===== src/rtl/pfx_pkg.sv =====
package pfx_pkg;
  localparam int W      = 8;
  localparam int HALF   = W / 2;
  localparam int IDX_W  = $clog2(W);
  localparam int FZ     = 7;
  localparam int FN     = 6;
  localparam int FH     = 5;
  localparam int FC     = 4;

  typedef enum logic [1:0] {
    GRP_SHROT = 2'b00,
    GRP_TEST  = 2'b01,
    GRP_CLR   = 2'b10,
    GRP_SET   = 2'b11
  } grp_e;

  typedef struct packed {
    logic [W-1:0] val;
    logic         cout;
    logic         z_allowed;
  } rs_t;

  // Shift/rotate arithmetic, one case per sub-operation code.
  function automatic rs_t rs_eval(input logic [2:0] sub, input logic [W-1:0] d,
                                  input logic cin);
    rs_t r;
    r.z_allowed = 1'b1;
    case (sub)
      3'd0: begin r.val = {d[W-2:0], d[W-1]};     r.cout = d[W-1]; r.z_allowed = 1'b0; end
      3'd1: begin r.val = {d[0], d[W-1:1]};       r.cout = d[0];   r.z_allowed = 1'b0; end
      3'd2: begin r.val = {d[W-2:0], cin};        r.cout = d[W-1]; r.z_allowed = 1'b0; end
      3'd3: begin r.val = {cin, d[W-1:1]};        r.cout = d[0];   r.z_allowed = 1'b0; end
      3'd4: begin r.val = {d[W-2:0], 1'b0};       r.cout = d[W-1]; end
      3'd5: begin r.val = {d[W-1], d[W-1:1]};     r.cout = d[0];   end
      3'd6: begin r.val = {d[HALF-1:0], d[W-1:HALF]}; r.cout = 1'b0; end
      default: begin r.val = {1'b0, d[W-1:1]};    r.cout = d[0];   end
    endcase
    return r;
  endfunction

  function automatic logic [W-1:0] bit_mask(input logic [IDX_W-1:0] idx);
    logic [W-1:0] m;
    m = '0;
    m[idx] = 1'b1;
    return m;
  endfunction
endpackage


===== src/rtl/pfx_decode.sv =====
module pfx_decode
  import pfx_pkg::*;
(
  input  logic [7:0] instr_i,
  output grp_e       grp_o,
  output logic [2:0] sub_o,
  output logic [2:0] dst_o
);
  assign grp_o = grp_e'(instr_i[7:6]);
  assign sub_o = instr_i[5:3];
  assign dst_o = instr_i[2:0];
endmodule


===== src/rtl/pfx_rotshift.sv =====
module pfx_rotshift
  import pfx_pkg::*;
(
  input  logic [2:0]   sub_i,
  input  logic [W-1:0] opnd_i,
  input  logic [7:0]   flags_i,
  output logic [W-1:0] res_o,
  output logic [7:0]   flags_o,
  output logic         cout_o
);
  rs_t r;
  always_comb begin
    r       = rs_eval(sub_i, opnd_i, flags_i[FC]);
    res_o   = r.val;
    cout_o  = r.cout;
    flags_o = flags_i;
    flags_o[FZ] = r.z_allowed & (r.val == '0);
    flags_o[FN] = 1'b0;
    flags_o[FH] = 1'b0;
    flags_o[FC] = r.cout;
  end
endmodule


===== src/rtl/pfx_bitop.sv =====
module pfx_bitop
  import pfx_pkg::*;
(
  input  grp_e           grp_i,
  input  logic [IDX_W-1:0] idx_i,
  input  logic [W-1:0]   opnd_i,
  input  logic [7:0]     flags_i,
  output logic [W-1:0]   res_o,
  output logic [7:0]     flags_o,
  output logic           we_o,
  output logic           tested_bit_o
);
  logic [W-1:0] mask;
  always_comb begin
    mask         = bit_mask(idx_i);
    tested_bit_o = |(opnd_i & mask);
    res_o        = opnd_i;
    flags_o      = flags_i;
    we_o         = 1'b1;
    case (grp_i)
      GRP_TEST: begin
        we_o        = 1'b0;
        flags_o[FZ] = ~tested_bit_o;
        flags_o[FN] = 1'b0;
        flags_o[FH] = 1'b1;
      end
      GRP_CLR: res_o = opnd_i & ~mask;
      GRP_SET: res_o = opnd_i | mask;
      default: res_o = opnd_i;
    endcase
  end
endmodule


===== src/rtl/pfx_bitunit.sv =====
module pfx_bitunit
  import pfx_pkg::*;
(
  input  logic [7:0] instr_i,
  input  logic [7:0] opnd_i,
  input  logic [7:0] flags_i,
  output logic [7:0] result_o,
  output logic       wr_en_o,
  output logic [7:0] flags_o,
  output logic [2:0] dst_sel_o
);
  grp_e         grp;
  logic [2:0]   sub;
  logic [W-1:0] rs_res, bo_res;
  logic [7:0]   rs_flags, bo_flags;
  logic         rs_cout, bo_we, tested_bit;
  logic         is_shrot;

  pfx_decode u_dec (.instr_i(instr_i), .grp_o(grp), .sub_o(sub), .dst_o(dst_sel_o));

  pfx_rotshift u_rs (.sub_i(sub), .opnd_i(opnd_i), .flags_i(flags_i),
                     .res_o(rs_res), .flags_o(rs_flags), .cout_o(rs_cout));

  pfx_bitop u_bo (.grp_i(grp), .idx_i(sub[IDX_W-1:0]), .opnd_i(opnd_i), .flags_i(flags_i),
                  .res_o(bo_res), .flags_o(bo_flags), .we_o(bo_we),
                  .tested_bit_o(tested_bit));

  assign is_shrot = (grp == GRP_SHROT);
  assign result_o = is_shrot ? rs_res   : bo_res;
  assign flags_o  = is_shrot ? rs_flags : bo_flags;
  assign wr_en_o  = is_shrot ? 1'b1     : bo_we;
endmodule


===== config.mk =====
export PLATFORM = sky130hd
export DESIGN_NAME = pfx_bitunit
export DESIGN_NICKNAME = d
export VERILOG_FILES = /design/src/rtl/pfx_pkg.sv /design/src/rtl/pfx_decode.sv /design/src/rtl/pfx_rotshift.sv /design/src/rtl/pfx_bitop.sv /design/src/rtl/pfx_bitunit.sv
export SDC_FILE = /design/constraint.sdc
export NUM_CORES = 1
export LEC_CHECK = 0
export ABC_AREA = 0
export BUFFER_PORTS_ARGS = -buffer_cell sky130_fd_sc_hd__buf_2
export CORE_MARGIN = 4
export CORE_UTILIZATION = 35
export DETAILED_ROUTE_END_ITERATION = 7
export GPL_ROUTABILITY_DRIVEN = 0
export PLACE_DENSITY = 0.78
export SKIP_LAST_GASP = 1
export SYNTH_ARGS = -nofsm -noshare
export SYNTH_HDL_FRONTEND = slang
export SYNTH_SLANG_ARGS = --single-unit
export TNS_END_PERCENT = 5

===== constraint.sdc =====
create_clock -name vclk -period 2.3
set_input_delay 0.345 -clock vclk [all_inputs]
set_output_delay 0.345 -clock vclk [all_outputs]
set_load 0.1 [all_outputs]

==> flow_metrics.env <==
export IMPL_vias=883
export IMPL_crit_path_max_fanout=8
export IMPL_grtUsageTotal_pct=16.11
export IMPL_hold_path_class="in -> out"
export IMPL_grt_pass1_wl_mm=3.629
export IMPL_final_cell_mix="buf_2, nand2_1, o21ai_1"
export IMPL_slew_limit_headroom_pct=67.67
export IMPL_drc=0
export IMPL_postLayoutCoreUtil_pct=48.34
export IMPL_path_cells="buf_2, nand2_2, mux2_1, mux2i_1, nand4_1, o31ai_4, buf_12"
export IMPL_ant_nets=0
export IMPL_seq_cell_count=0
export IMPL_crit_family="multiplexers"
export IMPL_hold_slack_ns=0.6900
export IMPL_initial_core_util_pct=37.18
export IMPL_syn_area_um2=729.5
export IMPL_wl_per_cell_um=14.68
export IMPL_fp_dieH_um=53.65
export IMPL_io_buffers=30
export IMPL_synth_warning_count=0
export IMPL_multi_input_area_um2=644.4
export IMPL_placed_area_um2=948.4
export IMPL_insertedDiodeCount=0
export IMPL_rsz0062_at_grt="no"
export IMPL_hold_buffers=0
export IMPL_status="finished, final reports clean"
export IMPL_fmax_mhz=451.0
export IMPL_worst_pin_slew_ns=0.4883
export IMPL_clkbuf_count=0
export IMPL_critPathMaxStageDelay_ns=0.34
export IMPL_cts_setup_buffers=0
export IMPL_drt_wl_total_mm=2.232
export IMPL_ir_worst_vdd_mv=0.1939
export IMPL_die_area_um2=2878
export IMPL_crit_buf_inv=2
export IMPL_firstDrtPassIters=4
export IMPL_netlist_instances=105
export IMPL_layout_commonest_cell="buf_2"
export IMPL_crit_path_end="flags_o[7]"
export IMPL_finalHoldViolCount=0
export IMPL_yosysSeqAreaShare_pct=0
export IMPL_min_period_ns=2.217
export IMPL_seq_area_um2=0
export IMPL_drt_initial_drc_count=63
export IMPL_synth_cell_types=37
export IMPL_setup_viol=0
export IMPL_core_area_um2=1962
export IMPL_cp_depth=7
export IMPL_antenna_found_initial=0
export IMPL_max_cap_violations=0
export IMPL_viasPerCell=5.809
export IMPL_gr_total_overflow=0
export IMPL_critPathLaunch="instr_i[4]"
export IMPL_area_growth_syn_to_layout_pct=30.02
export IMPL_ctsResizeCount=0
export IMPL_rows=16
export IMPL_fillers=205
export IMPL_cpMaxStageDelayCell="mux2_1"
export IMPL_dp_worst_setup_slack_ns=0.09337
export IMPL_critPathLaunchType="primary input"
export IMPL_period_share_pct=96.40
export IMPL_io_pins=44
export IMPL_crit_arrival_ns=1.87
export IMPL_final_area_um2=948.4
export IMPL_syn_avg_cell_area_um2=6.947
export IMPL_required_ns=1.96
export IMPL_drv_slew=0
export IMPL_final_layout_size_suffix_gt1_share_pct=38.40
export IMPL_grt_max_degree=19
export IMPL_grt_pass1_vias=802
export IMPL_p_leak_uw=0.0004050
export IMPL_finalNetCount=151
export IMPL_die_w_um=53.65
export IMPL_critPathKind="in -> out"
export IMPL_hpwl_mm=1.781
export IMPL_setup_worst_path_end_class="output port"
export IMPL_fin_ws_ns=0.08278
export IMPL_cellPowerDensity_nw_per_um2=369.7
export IMPL_syn_num_nets=129
## logic make-up after synthesis
| kind of cell | synth area share, % |
|---|---|
| AO/OA/AOI/OAI | 32.08 |
| buffers and inverters | 13.55 |
| multiplexers | 27.27 |
| AND/OR/NAND/NOR | 27.10 |
## per-layer routing
metal	routed length (um)	up-vias	GRT usage (%)
li1	-	429	-
met1	911	404	21.48
met2	1092	50	29.18
met3	227	0	1.108
met4	0	0	1.277
met5	0	-	0
## power by group
group	switching, uW	internal [uW]
clock network	0	0
registers	0	0
logic	243	107
total	243	107
## cell usage after synthesis (all sizes together) (2+ instances only)
| library cell | count | area, um2 |
|---|---|---|
| nand2 | 16 | 62.56 |
| buf | 12 | 83.83 |
| o21ai | 12 | 60.06 |
| mux2 | 10 | 116.4 |
| mux2i | 7 | 82.58 |
| a22oi | 5 | 37.54 |
| nor2 | 5 | 18.77 |
| a21oi | 4 | 20.02 |
| clkbuf | 4 | 15.01 |
| nor2b | 3 | 18.77 |
| a21o | 2 | 15.01 |
| a221oi | 2 | 17.52 |
| a31oi | 2 | 12.51 |
| and2 | 2 | 15.02 |
| nand3b | 2 | 15.01 |
| nand4 | 2 | 12.51 |
| nor3b | 2 | 15.01 |
| o211ai | 2 | 15.01 |
## final cells by class
| type | instances | area share [%] |
|---|---|---|
| tap | 27 | 3.562 |
| timing repair buffer | 36 | 28.50 |
| multi-input combinational | 89 | 67.94 |
## how the worst min path moves through the flow
stage	start	to	slack, ns	cells past startpoint
after floorplan	instr_i[0]	dst_sel_o[0]	0.90	1
after global placement	flags_i[3]	flags_o[3]	0.69	0
after detailed placement	flags_i[3]	flags_o[3]	0.69	0
after CTS	flags_i[3]	flags_o[3]	0.69	0
after global routing	flags_i[0]	flags_o[0]	0.69	0
final	flags_i[0]	flags_o[0]	0.69	0
## stage by stage
stage	TNS [ns]	power [uW]	cells
after floorplan	-2.206	313.7	105
after global placement	0	346.7	152
after detailed placement	0	349.7	152
after CTS	0	350.8	152
after global routing	0	368.7	152
final	0	350.6	152
(Power assumes the default switching activity.)
